File: src/rtl/nps_pkg.sv
package nps_pkg;
  localparam int FW = 8;   // width of each phase-length field
  localparam int DW = 4;   // width of each read turnaround field

  typedef enum logic [1:0] {
    K_DATA = 2'd0,
    K_CMD  = 2'd1,
    K_ADDR = 2'd2,
    K_RSVD = 2'd3
  } kind_e;

  typedef enum logic [2:0] {
    PH_IDLE  = 3'd0,
    PH_DLY   = 3'd1,
    PH_SETUP = 3'd2,
    PH_WAIT  = 3'd3,
    PH_HOLD  = 3'd4
  } phase_e;

  // one timing word, most significant field first
  typedef struct packed {
    logic [FW-1:0] hiz;
    logic [FW-1:0] hold;
    logic [FW-1:0] wt;
    logic [FW-1:0] setup;
  } tset_t;

  // resolved plan for one access
  typedef struct packed {
    logic [FW-1:0] setup;
    logic [FW-1:0] wt;
    logic [FW-1:0] hold;
    logic [FW-1:0] hiz;
    logic [FW-1:0] dly;
    logic          need_dly;
  } plan_t;

  function automatic logic [FW-1:0] at_least_one(input logic [FW-1:0] v);
    return (v == '0) ? FW'(1) : v;
  endfunction
endpackage

File: src/rtl/nps_timing_sel.sv
module nps_timing_sel
  import nps_pkg::*;
(
  input  tset_t           mem_set,
  input  tset_t           att_set,
  input  kind_e           kind,
  input  logic            is_read,
  input  kind_e           last_kind,
  input  logic [DW-1:0]   cle_dly,
  input  logic [DW-1:0]   ale_dly,
  output plan_t           plan
);
  tset_t sel;

  always_comb begin
    sel = (kind == K_CMD || kind == K_ADDR) ? att_set : mem_set;
    plan.setup    = at_least_one(sel.setup);
    plan.wt       = at_least_one(sel.wt);
    plan.hold     = at_least_one(sel.hold);
    plan.hiz      = sel.hiz;
    plan.need_dly = is_read && (last_kind == K_CMD || last_kind == K_ADDR);
    plan.dly      = FW'((last_kind == K_CMD) ? cle_dly : ale_dly) + FW'(1);
  end
endmodule

File: src/rtl/nps_phase_fsm.sv
module nps_phase_fsm
  import nps_pkg::*;
#(
  parameter int DQ_W = 16
) (
  input  logic            clk,
  input  logic            rst_n,
  input  logic            start,
  input  plan_t           plan,
  input  kind_e           kind_in,
  input  logic            wr_in,
  input  logic [DQ_W-1:0] wdata_in,
  input  logic            stall,
  output phase_e          phase,
  output logic [FW-1:0]   cnt,
  output logic [FW-1:0]   setup_q,
  output logic [FW-1:0]   hiz_q,
  output kind_e           kind_q,
  output logic            wr_q,
  output logic [DQ_W-1:0] wdata_q,
  output kind_e           last_kind,
  output logic            wait_done
);
  logic [FW-1:0] wt_q, hold_q;
  logic          cnt_zero;

  assign cnt_zero  = (cnt == '0);
  assign wait_done = (phase == PH_WAIT) && cnt_zero && !stall;

  always_ff @(posedge clk or negedge rst_n) begin
    if (!rst_n) begin
      phase     <= PH_IDLE;
      cnt       <= '0;
      setup_q   <= '0;
      wt_q      <= '0;
      hold_q    <= '0;
      hiz_q     <= '0;
      kind_q    <= K_DATA;
      wr_q      <= 1'b0;
      wdata_q   <= '0;
      last_kind <= K_DATA;
    end else begin
      unique case (phase)
        PH_IDLE: if (start) begin
          setup_q <= plan.setup;
          wt_q    <= plan.wt;
          hold_q  <= plan.hold;
          hiz_q   <= plan.hiz;
          kind_q  <= kind_in;
          wr_q    <= wr_in;
          wdata_q <= wdata_in;
          if (plan.need_dly) begin
            phase <= PH_DLY;
            cnt   <= plan.dly - FW'(1);
          end else begin
            phase <= PH_SETUP;
            cnt   <= plan.setup - FW'(1);
          end
        end
        PH_DLY: if (cnt_zero) begin
          phase <= PH_SETUP;
          cnt   <= setup_q - FW'(1);
        end else cnt <= cnt - FW'(1);
        PH_SETUP: if (cnt_zero) begin
          phase <= PH_WAIT;
          cnt   <= wt_q - FW'(1);
        end else cnt <= cnt - FW'(1);
        PH_WAIT: if (!stall) begin
          if (cnt_zero) begin
            phase <= PH_HOLD;
            cnt   <= hold_q - FW'(1);
          end else cnt <= cnt - FW'(1);
        end
        PH_HOLD: if (cnt_zero) begin
          phase     <= PH_IDLE;
          last_kind <= kind_q;
        end else cnt <= cnt - FW'(1);
        default: phase <= PH_IDLE;
      endcase
    end
  end
endmodule

File: src/rtl/nps_pin_drive.sv
module nps_pin_drive
  import nps_pkg::*;
(
  input  phase_e        phase,
  input  logic [FW-1:0] cnt,
  input  logic [FW-1:0] setup_q,
  input  logic [FW-1:0] hiz_q,
  input  kind_e         kind_q,
  input  logic          wr_q,
  output logic          ce_n,
  output logic          cle,
  output logic          ale,
  output logic          we_n,
  output logic          re_n,
  output logic          dq_oe
);
  logic          active, strobe;
  logic [FW:0]   hiz_sum;

  always_comb begin
    active  = (phase != PH_IDLE);
    strobe  = (phase == PH_WAIT);
    hiz_sum = {1'b0, cnt} + {1'b0, hiz_q};
    ce_n    = !active;
    cle     = active && (kind_q == K_CMD);
    ale     = active && (kind_q == K_ADDR);
    we_n    = !(strobe && wr_q);
    re_n    = !(strobe && !wr_q);
    dq_oe   = wr_q && (strobe || (phase == PH_HOLD) ||
              ((phase == PH_SETUP) && (hiz_sum < {1'b0, setup_q})));
  end
endmodule

File: src/rtl/nand_phase_seq.sv
module nand_phase_seq
  import nps_pkg::*;
#(
  parameter int DQ_W = 16
) (
  input  logic            clk,
  input  logic            rst_n,
  input  logic [31:0]     mem_timing,
  input  logic [31:0]     att_timing,
  input  logic [3:0]      cle_re_dly,
  input  logic [3:0]      ale_re_dly,
  input  logic [1:0]      bus_width,
  input  logic            wait_en,
  input  logic            bank_en,
  input  logic            req_valid,
  output logic            req_ready,
  input  logic [1:0]      req_kind,
  input  logic            req_write,
  input  logic [DQ_W-1:0] req_wdata,
  output logic            busy,
  output logic            rd_valid,
  output logic [DQ_W-1:0] rd_data,
  output logic            ce_n,
  output logic            cle,
  output logic            ale,
  output logic            we_n,
  output logic            re_n,
  output logic [DQ_W-1:0] dq_out,
  output logic            dq_oe,
  input  logic [DQ_W-1:0] dq_in,
  input  logic            wait_n
);
  localparam int LO_W = DQ_W / 2;
  localparam logic [DQ_W-1:0] LO_MASK = {{(DQ_W-LO_W){1'b0}}, {LO_W{1'b1}}};

  kind_e           kind_in, kind_q, last_kind;
  phase_e          phase;
  plan_t           plan;
  logic            is_data, wr_in, start, stall, wait_done, wide, wide_q, wr_q;
  logic [FW-1:0]   cnt, setup_q, hiz_q;
  logic [DQ_W-1:0] wdata_m;

  assign kind_in   = kind_e'(req_kind);
  assign is_data   = (kind_in == K_DATA) || (kind_in == K_RSVD);
  assign wr_in     = req_write || !is_data;
  assign wide      = (bus_width == 2'd1);
  assign wdata_m   = (wide && is_data) ? req_wdata : (req_wdata & LO_MASK);
  assign req_ready = (phase == PH_IDLE) && bank_en && wait_en;
  assign start     = req_valid && req_ready;
  assign stall     = wait_en && !wait_n;
  assign busy      = (phase != PH_IDLE);

  nps_timing_sel u_sel (
    .mem_set   (tset_t'(mem_timing)),
    .att_set   (tset_t'(att_timing)),
    .kind      (kind_in),
    .is_read   (!wr_in),
    .last_kind (last_kind),
    .cle_dly   (cle_re_dly),
    .ale_dly   (ale_re_dly),
    .plan      (plan)
  );

  nps_phase_fsm #(.DQ_W(DQ_W)) u_fsm (
    .clk       (clk),
    .rst_n     (rst_n),
    .start     (start),
    .plan      (plan),
    .kind_in   (kind_in),
    .wr_in     (wr_in),
    .wdata_in  (wdata_m),
    .stall     (stall),
    .phase     (phase),
    .cnt       (cnt),
    .setup_q   (setup_q),
    .hiz_q     (hiz_q),
    .kind_q    (kind_q),
    .wr_q      (wr_q),
    .wdata_q   (dq_out),
    .last_kind (last_kind),
    .wait_done (wait_done)
  );

  nps_pin_drive u_pins (
    .phase   (phase),
    .cnt     (cnt),
    .setup_q (setup_q),
    .hiz_q   (hiz_q),
    .kind_q  (kind_q),
    .wr_q    (wr_q),
    .ce_n    (ce_n),
    .cle     (cle),
    .ale     (ale),
    .we_n    (we_n),
    .re_n    (re_n),
    .dq_oe   (dq_oe)
  );

  always_ff @(posedge clk or negedge rst_n) begin
    if (!rst_n) begin
      wide_q   <= 1'b0;
      rd_valid <= 1'b0;
      rd_data  <= '0;
    end else begin
      if (start) wide_q <= wide;
      rd_valid <= wait_done && !wr_q;
      if (wait_done && !wr_q)
        rd_data <= wide_q ? dq_in : (dq_in & LO_MASK);
    end
  end
endmodule

File: config.mk
export PLATFORM = sky130hd
export DESIGN_NAME = nand_phase_seq
export DESIGN_NICKNAME = d
export VERILOG_FILES = /design/src/rtl/nps_pkg.sv /design/src/rtl/nps_timing_sel.sv /design/src/rtl/nps_phase_fsm.sv /design/src/rtl/nps_pin_drive.sv /design/src/rtl/nand_phase_seq.sv
export SDC_FILE = /design/constraint.sdc
export NUM_CORES = 1
export LEC_CHECK = 0
export ABC_AREA = 1
export CORE_MARGIN = 2
export CORE_UTILIZATION = 39
export DETAILED_ROUTE_END_ITERATION = 10
export PLACE_DENSITY_LB_ADDON = 0.3
export RECOVER_POWER = 25
export SLEW_MARGIN = 20
export SYNTH_ARGS = -nofsm -noshare
export SYNTH_HDL_FRONTEND = slang
export SYNTH_SLANG_ARGS = --single-unit
export TNS_END_PERCENT = 20
File: constraint.sdc
create_clock -name clk -period 4.3 [get_ports clk]
set_input_delay 1.29 -clock clk [delete_from_list [all_inputs] [get_ports clk]]
set_output_delay 1.29 -clock clk [all_outputs]
set_load 0.05 [all_outputs]
==> results.toml <==
[run_status]
status = "finished, violations left"
violations = "capacitance limit, slew limit"

[route]
drtIter0Drc = 345
wl_mm = 15.6
first_pass_iters = 4
drc = 0
drtAntennaViolNets = 0
wire_per_inst_microns = 14.3
viasPerCell = 4.93
vias = 5367

[yosys]
synth_top_family_by_area = "simple AND/OR/NAND/NOR gates"
synth_compound_area_share_pct = 9.95
synth_seq_area_share_pct = 38.6
syn_nets = 890
synthSimpleGateAreaFrac_pct = 34.7
synth_top_area_share_pct = 38.6
syn_inst = 753
synthTopCellsByArea = "dfrtp_1 (39%), nand2_1 (19%), inv_1 (5.9%), nand3_1 (5.7%), ha_1 (4.9%)"
async_flop_share_pct = 100
synthAdderAreaFrac_pct = 5.32
synth_xor_area_share_pct = 2.80
synth.area.mux_share_pct = 0.188
synth_enable_flop_cells = 0
avgSynthCellArea_sq_um = 7.06
yosysTopAreaCell = "dfrtp_1"
synth_cell_types = 43
synth_ff_type = "dfrtp_1"
yosysWarnings = 0
ys_seq_elements = 82
netlist_area_sq_um = 5320

[sta]
setup_viol = 0
worst_pin_slew_ps = 2100
min_period_ps = 4190
hold_viol = 0
slew_viol_final = 83
max_freq_mhz = 239
skew_ps = 8.50
max-slew-margin-rel_pct = -40.2
rsz0062_at_grt = "yes"
fin_crit_sh_pct = 97.3

[global_route]
overflow = 0
antenna_found_initial = 0
track_usage_pct = 22.5
grt_pass1_vias = 5310
grt_first_pass_wirelength_mm = 25.7
grt_max_degree = 83

[setup_path]
crit_fanout = 2
worstPathRequired_ps = 3010
critPathLaunchType = "flip-flop"
r2r_slack_ps = 1750
crit_path_end = "dq_oe"
worstSetupStartpoint = "u_fsm.cnt[0]"
cp_data_arrival_time_ps = 2900
slowest_stage = "fa_2"
slowest_delay_ps = 370
rr_worst_depth = 15
r2r-start = "u_fsm.cnt[0]"
endpoint_kind = "output pin"
worstSetupPathType = "flip-flop to output pin"
rr_endpoint = "u_fsm.cnt[6]"
cp_common_cell = "nand2_1"
cp_cell_sequence = "ha_2, inv_2, fa_2, inv_2, a31oi_2, xor2_1, inv_1, ha_4, nand2_1, inv_1, nand4_1, nand4_1, nand3_1, nand2_1, o21ai_1, nand2_1, a21oi_2, buf_12"

[floorplan]
core_sq_um = 13300
start_util_pct = 40.0
die_h_microns = 121
fp.dieW_microns = 121
rows = 42
top_level_ports = 156
die_area_sq_um = 14600

[place]
hpwl_mm = 11.8
place_area_sq_um = 7020
io_buffer_count = 155
routabilityCongestion = 0.932

[final_layout]
fin_nets = 1045
fin_area_sq_um = 7410
fillCellCount = 1262
area_growth_pct = 39.3
diodes = 0
fin_util_pct = 55.7
final_layout_size_suffix_gt1_share_pct = 8.11

[clock_tree]
clk_pin_slew_ps = 60
holdBufCountCts = 0
cts_num_sinks = 82
cts_root_buffer = "clkbuf_16"
clk_latency_ps = 350
htreeDepth = 3
tritoncts = "done"
cts-buffers-inserted = 9
cts_buffer_depth = 2

[hold_path]
holdPathStages = 2
hold_path.class = "flip-flop to flip-flop"

[power_and_ir_drop]
peakVddDrop_v = 0.000458
powerDensity_nw_per_um2 = 676
power_mw = 5.01
p_leak_nw = 3.54

[job]
cap_violations = 1
[cell usage after synthesis, drive strengths merged, types with 6 or more instances]
cell	number
a31oi	14
nand2	274
inv	88
nand4	14
nor2	57
xnor2	6
nor3	9
buf	10
ha	21
dfrtp	82
xor2	11
a21oi	15
clkbuf	10
o21ai	55
nand3	63
or2	6
[metal layers]
layer  track usage, %  wire length, microns  up-vias  part of all wire (%)
met5                0                     0        -                     0
met4             9.01                   467        0                   3.0
met3             6.46                  1100       34                   7.0
met2             36.0                  7210      183                    46
met1             28.6                  6850     2419                    44
li1                 -                     -     2731                     -
[timing repair]
| item | CTS | global route |
|---|---|---|
| pin swaps | 1 | 5 |
| resized for setup | 5 | 12 |
| buffers inserted | 1 | 3 |
| endpoints found under the setup margin | 1 | 1 |
| endpoints found under the hold margin | 0 | 0 |
[flip-flops by register name, indices dropped and copies added, names as in the netlist]
signal	count
u_fsm.setup_q	8
u_fsm.wt_q	8
u_fsm.wr_q	1
rd_data	16
u_fsm.hold_q	8
wide_q	1
u_fsm.last_kind	2
u_fsm.phase	3
rd_valid	1
u_fsm.cnt	8
u_fsm.hiz_q	8
u_fsm.kind_q	2
u_fsm.wdata_q	16
[per-stage QoR]
stage / setup WS [ps] / TNS (ps) / hold WS [ps] / instances
floorplan: 113 / 0 / 453 / 753
global placement: 333 / 0 / 455 / 1069
detailed placement: 255 / 0 / 463 / 1069
CTS: 17.2 / 0 / 478 / 1086
global route: -116 / -116 / 500 / 1089
finish: 114 / 0 / 472 / 1089
[kinds of logic after synthesis]
kind of cell | count (synthesis)
AND/OR/NAND/NOR | 427
XOR/XNOR | 17
buffers and inverters | 109
AO/OA/AOI/OAI | 95
adder cells (fa/ha/maj) | 22
multiplexers | 1
flip-flops | 82
[critical path: cells and delay by family, from the launching register on]
kind                       cells  cell delay (ps)
xor gates and xnor gates       1              170
AOI/OAI and AO/OA              3              380
and+or+nand+nor                6              440
buffers and inverters          5              420
DFF                            1              360
adders and majority gates      3              770
[layout make-up]
type | instances | area [sq um] | area share, %
clock buffers | 10 | 229 | 3.09
clock inverters | 6 | 65.1 | 0.878
inverters | 89 | 338 | 4.56
multi-input cells | 562 | 2880 | 38.9
flip-flops and latches | 82 | 2050 | 27.7
well taps | 176 | 220 | 2.97
repair buffers | 164 | 1620 | 21.9
[how the worst min path moves through the flow]
stage,start,endpoint
6_report,rd_data[7],rd_data[7]
5_1_grt,rd_data[13],rd_data[13]
4_1_cts,rd_data[7],rd_data[7]
3_5_place_dp,rd_data[7],rd_data[7]
3_3_place_gp,rd_data[7],rd_data[7]
2_1_floorplan,u_fsm.last_kind[1],u_fsm.last_kind[1]
[cell usage in the layout, fill, tap and decap left out, types with 7 or more instances in the layout]
| cell type | n |
|---|---|
| buf_4 | 10 |
| nand3_1 | 61 |
| inv_1 | 82 |
| ha_1 | 17 |
| nand4_1 | 14 |
| nand2_2 | 8 |
| nand2_1 | 264 |
| a21oi_1 | 13 |
| clkbuf_16 | 9 |
| nor2_1 | 51 |
| a31oi_1 | 13 |
| dfrtp_1 | 80 |
| clkdlybuf4s50_1 | 152 |
| nor3_1 | 7 |
| o21ai_0 | 48 |
| xor2_1 | 11 |
[report_power, final]
group / total (mW) / internal, mW / leakage, nW / switching (mW)
combinational: 2.90 / 1.14 / 2.37 / 1.76
sequential: 1.33 / 1.05 / 1.03 / 0.280
clock: 0.780 / 0.451 / 0.143 / 0.329
No activity file was read; power rests on OpenSTA's default activity.
